===== src/rtl/gpio_pkg.sv =====
package gpio_pkg;
    localparam int GPIO_W = 8;
    localparam int ADDR_W = 3;
    localparam int BUS_W  = 16;

    typedef enum logic [ADDR_W-1:0] {
        A_DIR  = 3'd0,
        A_DATA = 3'd1,
        A_PIN  = 3'd2,
        A_REV  = 3'd3
    } gpio_addr_e;
endpackage


===== src/rtl/gpio_regfile.sv =====
module gpio_regfile
    import gpio_pkg::*;
#(
    parameter int W  = GPIO_W,
    parameter int DW = 6
) (
    input  logic              clk,
    input  logic              rst_n,
    input  logic              rst_all_n,
    input  logic              wr_en,
    input  logic [ADDR_W-1:0] addr,
    input  logic [W-1:0]      wdata_dir,
    input  logic [DW-1:0]     wdata_dat,
    output logic [W-1:0]      dir_q,
    output logic [W-1:0]      dout
);
    logic [W-1:0]  dir_d;
    logic [DW-1:0] dat_d, dat_q;
    logic          wr_ok;

    // Writes are blocked while either reset is low.
    assign wr_ok = wr_en && rst_n && rst_all_n;

    always_comb begin
        dir_d = dir_q;
        dat_d = dat_q;
        if (wr_ok && addr == A_DIR)  dir_d = wdata_dir;
        if (wr_ok && addr == A_DATA) dat_d = wdata_dat;
    end

    // Direction register: general reset only.
    always_ff @(posedge clk or negedge rst_n) begin
        if (!rst_n) dir_q <= '0;
        else        dir_q <= dir_d;
    end

    // Data register: cleared by either reset.
    always_ff @(posedge clk or negedge rst_all_n) begin
        if (!rst_all_n) dat_q <= '0;
        else            dat_q <= dat_d;
    end

    generate
        if (DW < W) begin : g_pad
            assign dout = {{(W-DW){1'b0}}, dat_q};
        end else begin : g_full
            assign dout = dat_q;
        end
    endgenerate

    p_dir_write_r11: assert property (@(posedge clk) disable iff (!rst_all_n)
        (wr_en && addr == A_DIR) |=> dir_q == $past(wdata_dir));
    p_dir_keeps_data_r7: assert property (@(posedge clk) disable iff (!rst_all_n)
        (wr_en && addr == A_DIR) |=> $stable(dout));
    p_dir_survives_pfail_r5: assert property (@(posedge clk) disable iff (!rst_n)
        (!rst_all_n && $past(!rst_all_n)) |-> $stable(dir_q));
endmodule


===== src/rtl/gpio_sync.sv =====
module gpio_sync
    import gpio_pkg::*;
#(
    parameter int W = GPIO_W
) (
    input  logic         clk,
    input  logic         rst_all_n,
    input  logic [W-1:0] pin_in,
    output logic [W-1:0] pin_sync
);
    typedef struct packed {
        logic [W-1:0] s1;
        logic [W-1:0] s2;
    } sync_t;

    sync_t st_d, st_q;

    always_comb begin
        st_d.s1 = pin_in;
        st_d.s2 = st_q.s1;
    end

    always_ff @(posedge clk or negedge rst_all_n) begin
        if (!rst_all_n) st_q <= '0;
        else            st_q <= st_d;
    end

    assign pin_sync = st_q.s2;
endmodule


===== src/rtl/gpio_pad_ctrl.sv =====
module gpio_pad_ctrl
    import gpio_pkg::*;
#(
    parameter int W = GPIO_W
) (
    input  logic [W-1:0] dir,
    input  logic [W-1:0] dout,
    output logic [W-1:0] pin_out,
    output logic [W-1:0] pin_oe,
    output logic [W-1:0] pin_pu
);
    for (genvar i = 0; i < W; i++) begin : g_pin
        assign pin_oe[i]  = dir[i];
        assign pin_out[i] = dir[i] & dout[i];
        assign pin_pu[i]  = ~dir[i] & dout[i];
    end

    always_comb begin
        p_pu_off_when_driving_r4: assert ((pin_pu & pin_oe) == '0);
    end
endmodule


===== src/rtl/gpio_port_ctrl.sv =====
module gpio_port_ctrl
    import gpio_pkg::*;
#(
    parameter int         DATA_W   = 6,
    parameter logic [7:0] REV_CODE = 8'hA1
) (
    input  logic              clk,
    input  logic              rst_n,
    input  logic              pfail_rst_n,
    input  logic              wr_en,
    input  logic [ADDR_W-1:0] addr,
    input  logic [BUS_W-1:0]  wdata,
    output logic [BUS_W-1:0]  rdata,
    input  logic [GPIO_W-1:0] pin_in,
    output logic [GPIO_W-1:0] pin_out,
    output logic [GPIO_W-1:0] pin_oe,
    output logic [GPIO_W-1:0] pin_pu
);
    localparam int PAD_W = BUS_W - GPIO_W;

    logic              rst_all_n;
    logic [GPIO_W-1:0] dir_q, dout, pin_sync;
    logic              unused_wdata;

    assign rst_all_n    = rst_n & pfail_rst_n;
    assign unused_wdata = ^wdata[BUS_W-1:GPIO_W];

    gpio_regfile #(.W(GPIO_W), .DW(DATA_W)) u_regs (
        .clk       (clk),
        .rst_n     (rst_n),
        .rst_all_n (rst_all_n),
        .wr_en     (wr_en),
        .addr      (addr),
        .wdata_dir (wdata[GPIO_W-1:0]),
        .wdata_dat (wdata[DATA_W-1:0]),
        .dir_q     (dir_q),
        .dout      (dout)
    );

    gpio_sync #(.W(GPIO_W)) u_sync (
        .clk       (clk),
        .rst_all_n (rst_all_n),
        .pin_in    (pin_in),
        .pin_sync  (pin_sync)
    );

    gpio_pad_ctrl #(.W(GPIO_W)) u_pad (
        .dir     (dir_q),
        .dout    (dout),
        .pin_out (pin_out),
        .pin_oe  (pin_oe),
        .pin_pu  (pin_pu)
    );

    always_comb begin
        case (addr)
            A_DIR:   rdata = {{PAD_W{1'b0}}, dir_q};
            A_DATA:  rdata = {{PAD_W{1'b0}}, dout};
            A_PIN:   rdata = {{PAD_W{1'b0}}, pin_sync};
            A_REV:   rdata = {8'h00, REV_CODE};
            default: rdata = '0;
        endcase
    end

    p_reserved_zero_r8: assert property (@(posedge clk) disable iff (!rst_all_n)
        (addr == A_DATA) |-> rdata[BUS_W-1:DATA_W] == '0);
    p_rev_fixed_r9: assert property (@(posedge clk) disable iff (!rst_all_n)
        (addr == A_REV) |-> rdata == {8'h00, REV_CODE});
endmodule


===== config.mk =====
export PLATFORM = sky130hd
export DESIGN_NAME = gpio_port_ctrl
export DESIGN_NICKNAME = d
export VERILOG_FILES = /design/src/rtl/gpio_pkg.sv /design/src/rtl/gpio_regfile.sv /design/src/rtl/gpio_sync.sv /design/src/rtl/gpio_pad_ctrl.sv /design/src/rtl/gpio_port_ctrl.sv
export SDC_FILE = /design/constraint.sdc
export NUM_CORES = 1
export LEC_CHECK = 0
export BUFFER_PORTS_ARGS = -buffer_cell sky130_fd_sc_hd__buf_4
export CAP_MARGIN = 15
export CORE_MARGIN = 2
export CORE_UTILIZATION = 45
export CTS_CLUSTER_SIZE = 24
export DETAILED_ROUTE_END_ITERATION = 10
export PLACE_DENSITY = 0.86
export SLEW_MARGIN = 20
export SYNTH_ARGS = -nofsm -noshare
export SYNTH_HDL_FRONTEND = slang
export SYNTH_SLANG_ARGS = --single-unit

===== constraint.sdc =====
create_clock -name clk -period 2 [get_ports clk]
set_clock_uncertainty 0.1 [all_clocks]
set_input_delay 0 -clock clk [delete_from_list [all_inputs] [get_ports clk]]
set_output_delay 0 -clock clk [all_outputs]
set_load 0.02 [all_outputs]

; ---- Word-level counts from Yosys, hierarchy flattened
; Cells that the tools add are included.
[totals]
register_bits = 30
inputBits = 31
out_inout_bits = 40
[classes]
n_eq_ne = 3
n_mux = 1
bitwise_logic = 19
reduce_logical = 5
[op_table]
columns = operator, count
row1 = one-hot mux 8 bit (4 select lines), 1
row2 = AND 1 bit, 13
row3 = "equality test 3 x 2 -> 1 bit, second input constant", 2
row4 = inverter 1 bit, 6
row5 = logical AND 1 bit, 4
row6 = "equality test 3 x 1 -> 1 bit, second input constant", 1
row7 = logical NOT 3 bit, 1

; ---- Longest topological paths before layout
; Gate-level depths: netlist of the first run.
[depth]
word_depth = 3
mapped_depth = 5
ltp_nobuf = 3

; ---- Modules after synthesis
; A second synthesis of the first run with hierarchy kept.
[unflattened]
hier_cells = 119
area_unflattened_um2 = 1520.2
[modules_own_cells]
columns = module, n_inst, cells_each, area_per_inst_um2, seq_area_each_um2
row1 = gpio_regfile, 1, 35, 590.6, 350.3
row2 = gpio_sync, 1, 16, 400.4, 400.4
row3 = gpio_port_ctrl, 1, 44, 369.1, 0.0
row4 = gpio_pad_ctrl, 1, 24, 160.2, 0.0

; ---- Worst setup path before layout of the first run
; OpenSTA, ideal clock, no wires.
[synth_path]
kind = register to output
start = reg u_regs.dir_q[1]
end = out rdata[1]
arrival_time_ps = 1184
t_required_ps = 1900
slack_ps = 716
stages_incl_launch_ff = 4
n_path_buf = 0
cell_sequence = dfrtp_1 -> mux2i_1 -> or2_2 -> a21oi_1
[synth_between]
elab_chain_len = 1
[synth_rtl]
columns = item, line_no
row1 = from (decl), gpio_regfile.sv:14  ; output logic [W-1:0] dir_q,
row2 = from (signal assigned), gpio_regfile.sv:34  ; else dir_q <= dir_d;
row3 = one-hot mux 8 bit (4 select lines), gpio_port_ctrl.sv:56  ; case (addr)
row4 = to (decl), gpio_port_ctrl.sv:13  ; output logic [BUS_W-1:0] rdata,
; No other way between the ends.

; ---- Final worst setup path of the first run
[layout_path]
start = in rst_n
end = reg u_regs.dir_q[3]
[layout_between]
elab_chain_len = 3
elab_cells_between_ends = 4
classes_between = 1 x bitwise / 3 x reduce/logical
[layout_rtl]
columns = item, line_no
row1 = from (decl), gpio_port_ctrl.sv:8  ; input logic rst_n,
row2 = AND 1 bit / logical AND 1 bit (equally long branches), "gpio_port_ctrl.sv:25, gpio_regfile.sv:22"
row3 = logical AND 1 bit *, gpio_regfile.sv:22  ; assign wr_ok = wr_en && rst_n && rst_all_n;
row4 = logical AND 1 bit *, gpio_regfile.sv:27  ; if (wr_ok && addr == A_DIR) dir_d = wdata_dir;
; Every way passes the cells marked *; elsewhere a longest branch is shown, timed or not.
; A chain may end at the register's enable or synchronous reset.

==> results of run 1 <==
[state kept, by name, summed over array words and instances (netlist names)]
signal           cells
u_regs.dat_q         6
u_regs.dir_q         8
u_sync.pin_sync      8
u_sync.st_d          8
[worst max-delay path by stage]
stage,start,end
6_report,rst_n,u_regs.dir_q[3]$_DFFE_PN0P_
5_1_grt,u_regs.dir_q[4]$_DFFE_PN0P_,rdata[4]
4_1_cts,rst_n,u_regs.dir_q[3]$_DFFE_PN0P_
3_5_place_dp,addr[2],u_regs.dir_q[3]$_DFFE_PN0P_
3_3_place_gp,addr[2],u_regs.dir_q[1]$_DFFE_PN0P_
2_1_floorplan,u_regs.dir_q[1]$_DFFE_PN0P_,rdata[1]
[power groups by stage]
stage          Sequential [mW]  Clock [mW]  Combinational (mW)
2_1_floorplan            0.774           0               0.262
3_3_place_gp             0.744           0               0.459
3_5_place_dp             0.751           0               0.468
4_1_cts                  0.740       0.329               0.499
5_1_grt                  0.752       0.363               0.532
6_report                 0.740       0.318               0.498
[metal layers]
metal  wire length (um)  up-vias
met1               1149      484
met4                 80        0
li1                   -      471
met2               1473       51
met5                  0        -
met3                171       10
[kinds of logic after synthesis]
logic type / count (synthesis) / synth area share [%]
and+or+nand+nor: 31 / 14.48
AOI/OAI and AO/OA: 7 / 2.824
buffers and inverters: 16 / 8.834
muxes: 21 / 18.94
DFF: 30 / 54.64
other: 1 / 0.2730
[synth_stat cells, drive strengths merged]
cell / instances
or2: 4
o22ai: 3
mux2i: 5
clkbuf: 1
nor2: 3
nor2b: 8
a21oi: 4
buf: 15
nand4b: 1
or3: 1
and2: 7
nor3: 1
nor3b: 1
nand2b: 1
mux2: 16
nand2: 4
dfrtp: 30
conb: 1
[cell type report]
cell class	instances	area, um^2
clock buffer	5	37.54
clock inverter	2	10.01
fill	221	1022
multi-input combinational	71	543.0
sequential	30	750.7
tap	33	41.29
timing repair buffer	70	573.1
[repair_timing]
| item | CTS | global route |
|---|---|---|
| hold endpoints to repair | 52 | 0 |
| hold buffers | 19 | 0 |
| buffers inserted | 0 | 0 |
==> results.sh, run 1 <==
export IMPL_seqPwrFrac_pct=47.5
export IMPL_die_height_um=59.26
export IMPL_busiest_layer="met2"
export IMPL_p_int_mw=1.064
export IMPL_grt_total_usage_pct=18.04
export IMPL_ios=71
export IMPL_use_met3_pct=6.332
export IMPL_place_gp_congestion=0.7312
export IMPL_grtUsageMet1_pct=21.11
export IMPL_cts_sinks=30
export IMPL_grt_pass1_vias=992
export IMPL_yosys_area_top_type_share_pct=54.64
export IMPL_io_buffers=50
export IMPL_postCtsResizedCells=0
export IMPL_hpwlAfterDp_um=1972
export IMPL_path_depth=5
export IMPL_clk_latency_ns=0.32
export IMPL_synth_seq_area_share_pct=54.64
export IMPL_ctsLongestPathBuffers=2
export IMPL_rsz0062_at_grt="no"
export IMPL_grt_met2_usage_pct=29.67
export IMPL_finalSetupViolCount=0
export IMPL_setup_worst_path_end_class="flop"
export IMPL_die_w_um=59.26
export IMPL_slowest_stage="or3_1"
export IMPL_p_per_area_nw_per_um2=795.8
export IMPL_syn_avg_cell_area_um2=12.96
export IMPL_crit_buf_inv=2
export IMPL_diodes=0
export IMPL_cts_tree="done"
export IMPL_drive_gt1_share_pct=44.94
export IMPL_finalSetupTns_ns=0
export IMPL_ant_nets=0
export IMPL_critPathRequiredTime_ns=2.11
export IMPL_cts_buffers=5
export IMPL_rr_startpoint="u_regs.dir_q[5]$_DFFE_PN0P_"
export IMPL_drt_iter0_drc=5
export IMPL_vias=1016
export IMPL_wl_per_cell_um=13.62
export IMPL_area_growth_syn_to_layout_pct=42.35
export IMPL_hold_class="in -> reg"
export IMPL_hold_path_cell_count=3
export IMPL_fin_nets=209
export IMPL_stdcell_area_um2=1956
export IMPL_start_util_pct=46.13
export IMPL_p_sw_share_pct=31.61
export IMPL_root_buffer="clkbuf_4"
export IMPL_placed_cell_area_um2=1718
export IMPL_p_switching_uw=492.0
export IMPL_rrSetupSlack_ns=1.08
export IMPL_maxSlewViolCount=0
export IMPL_crit_family="buffers and inverters"
export IMPL_yosys_warnings=0
export IMPL_hold_viol_final=0
export IMPL_relSlewSlack_pct=64.38
export IMPL_antenna_found_initial=0
export IMPL_comb_power_share_pct=32.0
export IMPL_syn_inst=106
export IMPL_clk_pin_slew_ns=0.09
export IMPL_dp_cells=185
export IMPL_syn_area_um2=1374
export IMPL_min_period_over_period_pct=79.94
export IMPL_dr_pass1_iters=4
export IMPL_power_leakage_nw=1.012
export IMPL_drc=0
export IMPL_worstPathArrival_ns=1.71
export IMPL_grt_pass1_wl_um=4540
export IMPL_dpl_worst_slack_ns=0.4820
export IMPL_min_delay_start="addr[1]"
export IMPL_hold_end="u_regs.dat_q[1]$_DFFE_PP0P_"
export IMPL_stdcell_count=211
export IMPL_synth_cell_types=21
export IMPL_slowest_delay_ns=0.56
export IMPL_synth_top_area_cell="dfrtp_1"
export IMPL_clockPowerShare_pct=20.4
export IMPL_vdd_drop_max_mv=0.6535
export IMPL_finalCriticalPeriod_ns=1.599
export IMPL_fin_util_pct=65.67
export IMPL_fin_hold_ws_ns=0.09384
export IMPL_crit_chain="dlygate4sd3_1, buf_4, nand4b_4, or3_1, mux2_4"
export IMPL_cts_max_level=2
export IMPL_power_mw=1.556
export IMPL_startpoint_type="primary input"
export IMPL_tightest_slew_ns=0.5342
export IMPL_layout_common_cells="51 x buf_4, 30 x dfrtp_1, 19 x dlygate4sd3_1"
export IMPL_path_class="in -> reg"
export IMPL_core_area_um2=2978
export IMPL_r2r_end="u_regs.dir_q[5]$_DFFE_PN0P_"
export IMPL_dieArea_um2=3511
export IMPL_synth_seq_cells=30
export IMPL_drv_cap=0
export IMPL_worst_slack_ns=0.4012
export IMPL_clock_fmax_mhz=625.5
export IMPL_synth_area_top_cells="dfrtp_1 55%, mux2_4 8.7%, buf_4 6.6%, mux2_2 6.6%, mux2i_1 3.6%"
export IMPL_drt_vias_per_instance=4.815
export IMPL_wl_um=2874
export IMPL_grt_max_degree=23
export IMPL_reg2reg_depth=1
export IMPL_final_common_cell="buf_4"
export IMPL_num_rows=20
export IMPL_gr_total_overflow=0
export IMPL_outcome="finished, final reports clean"
export IMPL_critPathMaxFanout=8
(Power assumes the default switching activity.)
==> run 2, diff against run 1 <==
--- a/config.mk
+++ b/config.mk
@@ -5,13 +5,14 @@
 export SDC_FILE = /design/constraint.sdc
 export NUM_CORES = 1
 export LEC_CHECK = 0
+export ABC_AREA = 1
 export BUFFER_PORTS_ARGS = -buffer_cell sky130_fd_sc_hd__buf_4
 export CAP_MARGIN = 15
 export CORE_MARGIN = 2
 export CORE_UTILIZATION = 45
 export CTS_CLUSTER_SIZE = 24
 export DETAILED_ROUTE_END_ITERATION = 10
-export PLACE_DENSITY = 0.86
+export PLACE_DENSITY = 0.85
 export SLEW_MARGIN = 20
 export SYNTH_ARGS = -nofsm -noshare
 export SYNTH_HDL_FRONTEND = slang
==> constraint.sdc (replaced) <==
create_clock -name clk -period 1.6 [get_ports clk]
set_clock_uncertainty 0.1 [all_clocks]
set_input_delay 0 -clock clk [delete_from_list [all_inputs] [get_ports clk]]
set_output_delay 0 -clock clk [all_outputs]
set_load 0.02 [all_outputs]
==> results.sh, run 2 <==
export IMPL_antenna_found_initial=0
export IMPL_path_class="in -> out"
export IMPL_grt_met2_usage_pct=33.49
export IMPL_hold_class="in -> reg"
export IMPL_critPathMaxFanout=5
export IMPL_fin_hold_ws_ns=0.01200
export IMPL_syn_area_um2=1448
export IMPL_vdd_drop_max_mv=0.7856
export IMPL_synth_top_area_cell="dfrtp_1"
export IMPL_grtUsageMet1_pct=24.66
export IMPL_maxSlewViolCount=0
export IMPL_synth_cell_types=18
export IMPL_startpoint_type="primary input"
export IMPL_hold_viol_final=0
export IMPL_rsz0062_at_grt="no"
export IMPL_synth_common_cells="32 x nand3_1, 30 x dfrtp_1, 26 x nand2_1"
export IMPL_core_area_um2=3053
export IMPL_ios=71
export IMPL_drv_cap=0
export IMPL_busiest_layer="met2"
export IMPL_synth_seq_area_share_pct=51.86
export IMPL_yosys_area_top_type_share_pct=51.86
export IMPL_root_buffer="clkbuf_4"
export IMPL_worstPathArrival_ns=1.35
export IMPL_nFillCells=233
export IMPL_cts_buffers=5
export IMPL_grt_total_usage_pct=20.15
export IMPL_yosys_warnings=0
export IMPL_cts_sinks=30
export IMPL_p_sw_share_pct=31.59
export IMPL_crit_buf_inv=4
export IMPL_clock_fmax_mhz=690.9
export IMPL_yosys_cell_count_top_type="nand3_1"
export IMPL_clk_latency_ns=0.33
export IMPL_drive_gt1_share_pct=29.83
export IMPL_seqPwrFrac_pct=37.4
export IMPL_async_reset_ff_share_pct=100.0
export IMPL_dieArea_um2=3687
export IMPL_die_w_um=60.72
export IMPL_critPathRequiredTime_ns=1.50
export IMPL_ctsLongestPathBuffers=2
export IMPL_drt_vias_per_instance=4.638
export IMPL_diodes=0
export IMPL_ff_latch_area_um2=750.7
export IMPL_slowest_stage="dlygate4sd3_1"
export IMPL_cts_tree="done"
export IMPL_gr_total_overflow=0
export IMPL_grt_pass1_wl_um=5299
export IMPL_synth_edf_count=0
export IMPL_finalCriticalPeriod_ns=1.447
export IMPL_synth_area_top_cells="dfrtp_1 52%, nand3_1 11%, buf_4 7.3%, o21bai_1 7.3%, nand2_1 6.7%"
export IMPL_power_leakage_nw=1.117
export IMPL_ant_nets=0
export IMPL_drt_iter0_drc=21
export IMPL_layout_common_cells="51 x buf_4, 32 x nand3_1, 30 x dfrtp_1"
export IMPL_use_met3_pct=6.183
export IMPL_syn_avg_cell_area_um2=8.827
export IMPL_multiInputGateArea_um2=526.8
export IMPL_drc=0
export IMPL_path_common_cell="buf_4"
export IMPL_comb_power_share_pct=31.5
export IMPL_wl_um=3337
export IMPL_area_growth_syn_to_layout_pct=46.50
export IMPL_finalSetupViolCount=0
export IMPL_postCtsResizedCells=0
export IMPL_hpwlAfterDp_um=2367
export IMPL_syn_inst=164
export IMPL_start_util_pct=47.42
export IMPL_crit_family="buffers and inverters"
export IMPL_slowest_delay_ns=0.57
export IMPL_finalSetupTns_ns=0
export IMPL_dr_pass1_iters=4
export IMPL_min_period_over_period_pct=90.46
export IMPL_grt_pass1_vias=1224
export IMPL_io_buffers=50
export IMPL_place_gp_congestion=0.7815
export IMPL_num_rows=20
export IMPL_clk_pin_slew_ns=0.09
export IMPL_crit_chain="buf_4, dlygate4sd3_1, inv_2, nor3_2, nand2_1, o21ai_1, buf_4"
export IMPL_synth_seq_cells=30
export IMPL_p_per_area_nw_per_um2=1202
export IMPL_wl_per_cell_um=11.83
export IMPL_p_switching_uw=805.2
export IMPL_setup_worst_path_end_class="primary output"
export IMPL_fin_nets=268
export IMPL_clockPowerShare_pct=31.1
export IMPL_synthFlopType="dfrtp_1"
export IMPL_vias=1308
export IMPL_final_common_cell="buf_4"
export IMPL_die_height_um=60.72
export IMPL_cts_max_level=2
export IMPL_outcome="finished, final reports clean"
export IMPL_grt_max_degree=23
export IMPL_p_int_mw=1.743
## run 2: final cells by class
class | count | share of cell area [%]
flip-flops and latches | 30 | 35.40
repair buffers | 71 | 27.49
multi-input cells | 104 | 24.84
inverters | 25 | 4.425
clock inverters | 2 | 2.832
well taps | 44 | 2.596
clock buffers | 6 | 2.419
## run 2: cells by family (layout without fill, tap and decap cells)
group	count (synthesis)	after routing	synth area share [%]
buffers and inverters	41	104	14.61
other	1	12	0.2590
AND/OR/NAND/NOR	73	73	24.29
flip-flops	30	30	51.86
AO/OA/AOI/OAI	19	19	8.988
## run 2: tightest hold or removal path, stage by stage
cell and delay (ns):
buf_4 0.12, inv_2 0.04, nand2_2 0.09, nor2_4 0.06
nand3_1 0.06, nand2_1 0.05
## run 2: metrics by stage
step | power (mW) | setup WS, ns | std cells | utilization, % | area, um^2
5_1_grt | 2.685 | 0.01633 | 282 | 69.47 | 2121
3_3_place_gp | 1.713 | 0.4881 | 254 | 59.26 | 1809
6_report | 2.549 | 0.1527 | 282 | 69.47 | 2121
3_5_place_dp | 1.734 | 0.4571 | 254 | 59.26 | 1809
2_1_floorplan | 1.415 | 0.6557 | 175 | - | 1489
4_1_cts | 2.570 | 0.1262 | 282 | 69.47 | 2121
## run 2: power by group through the flow
stage | Clock [mW] | Sequential, mW | Combinational [mW]
finish | 0.794 | 0.953 | 0.802
CTS | 0.807 | 0.954 | 0.809
detailed placement | 0 | 0.969 | 0.765
floorplan | 0 | 1.01 | 0.409
global placement | 0 | 0.967 | 0.746
global route | 0.838 | 0.972 | 0.875
## run 2: path summary, 6_finish.rpt
kind                                        startpoint                            to  cells after the start  slack [ns]
max                                            addr[1]                      rdata[6]                      7        0.15
max in group asynchronous                        rst_n   u_regs.dir_q[3]$_DFFE_PN0P_                      3        0.54
min reg2reg                   u_sync.st_d[1]$_DFF_PP0_  u_sync.pin_sync[1]$_DFF_PP0_                      0        0.26
max reg2reg                u_regs.dat_q[3]$_DFFE_PP0P_   u_regs.dat_q[3]$_DFFE_PP0P_                      3        0.70
min                                            addr[2]   u_regs.dat_q[5]$_DFFE_PP0P_                      6        0.01
min in group asynchronous                  pfail_rst_n   u_regs.dat_q[4]$_DFFE_PP0P_                      5        0.17
## run 2: timing repair
| item | CTS | global route |
|---|---|---|
| hold buffers | 20 | 0 |
| setup buffers | 0 | 0 |
| hold endpoints to repair | 52 | 0 |
## run 2: layer usage
layer / vias to the layer above / wire length [um]
met5: - / 0
met1: 612 / 1416
li1: 642 / -
met4: 0 / 51
met3: 6 / 210
met2: 48 / 1658
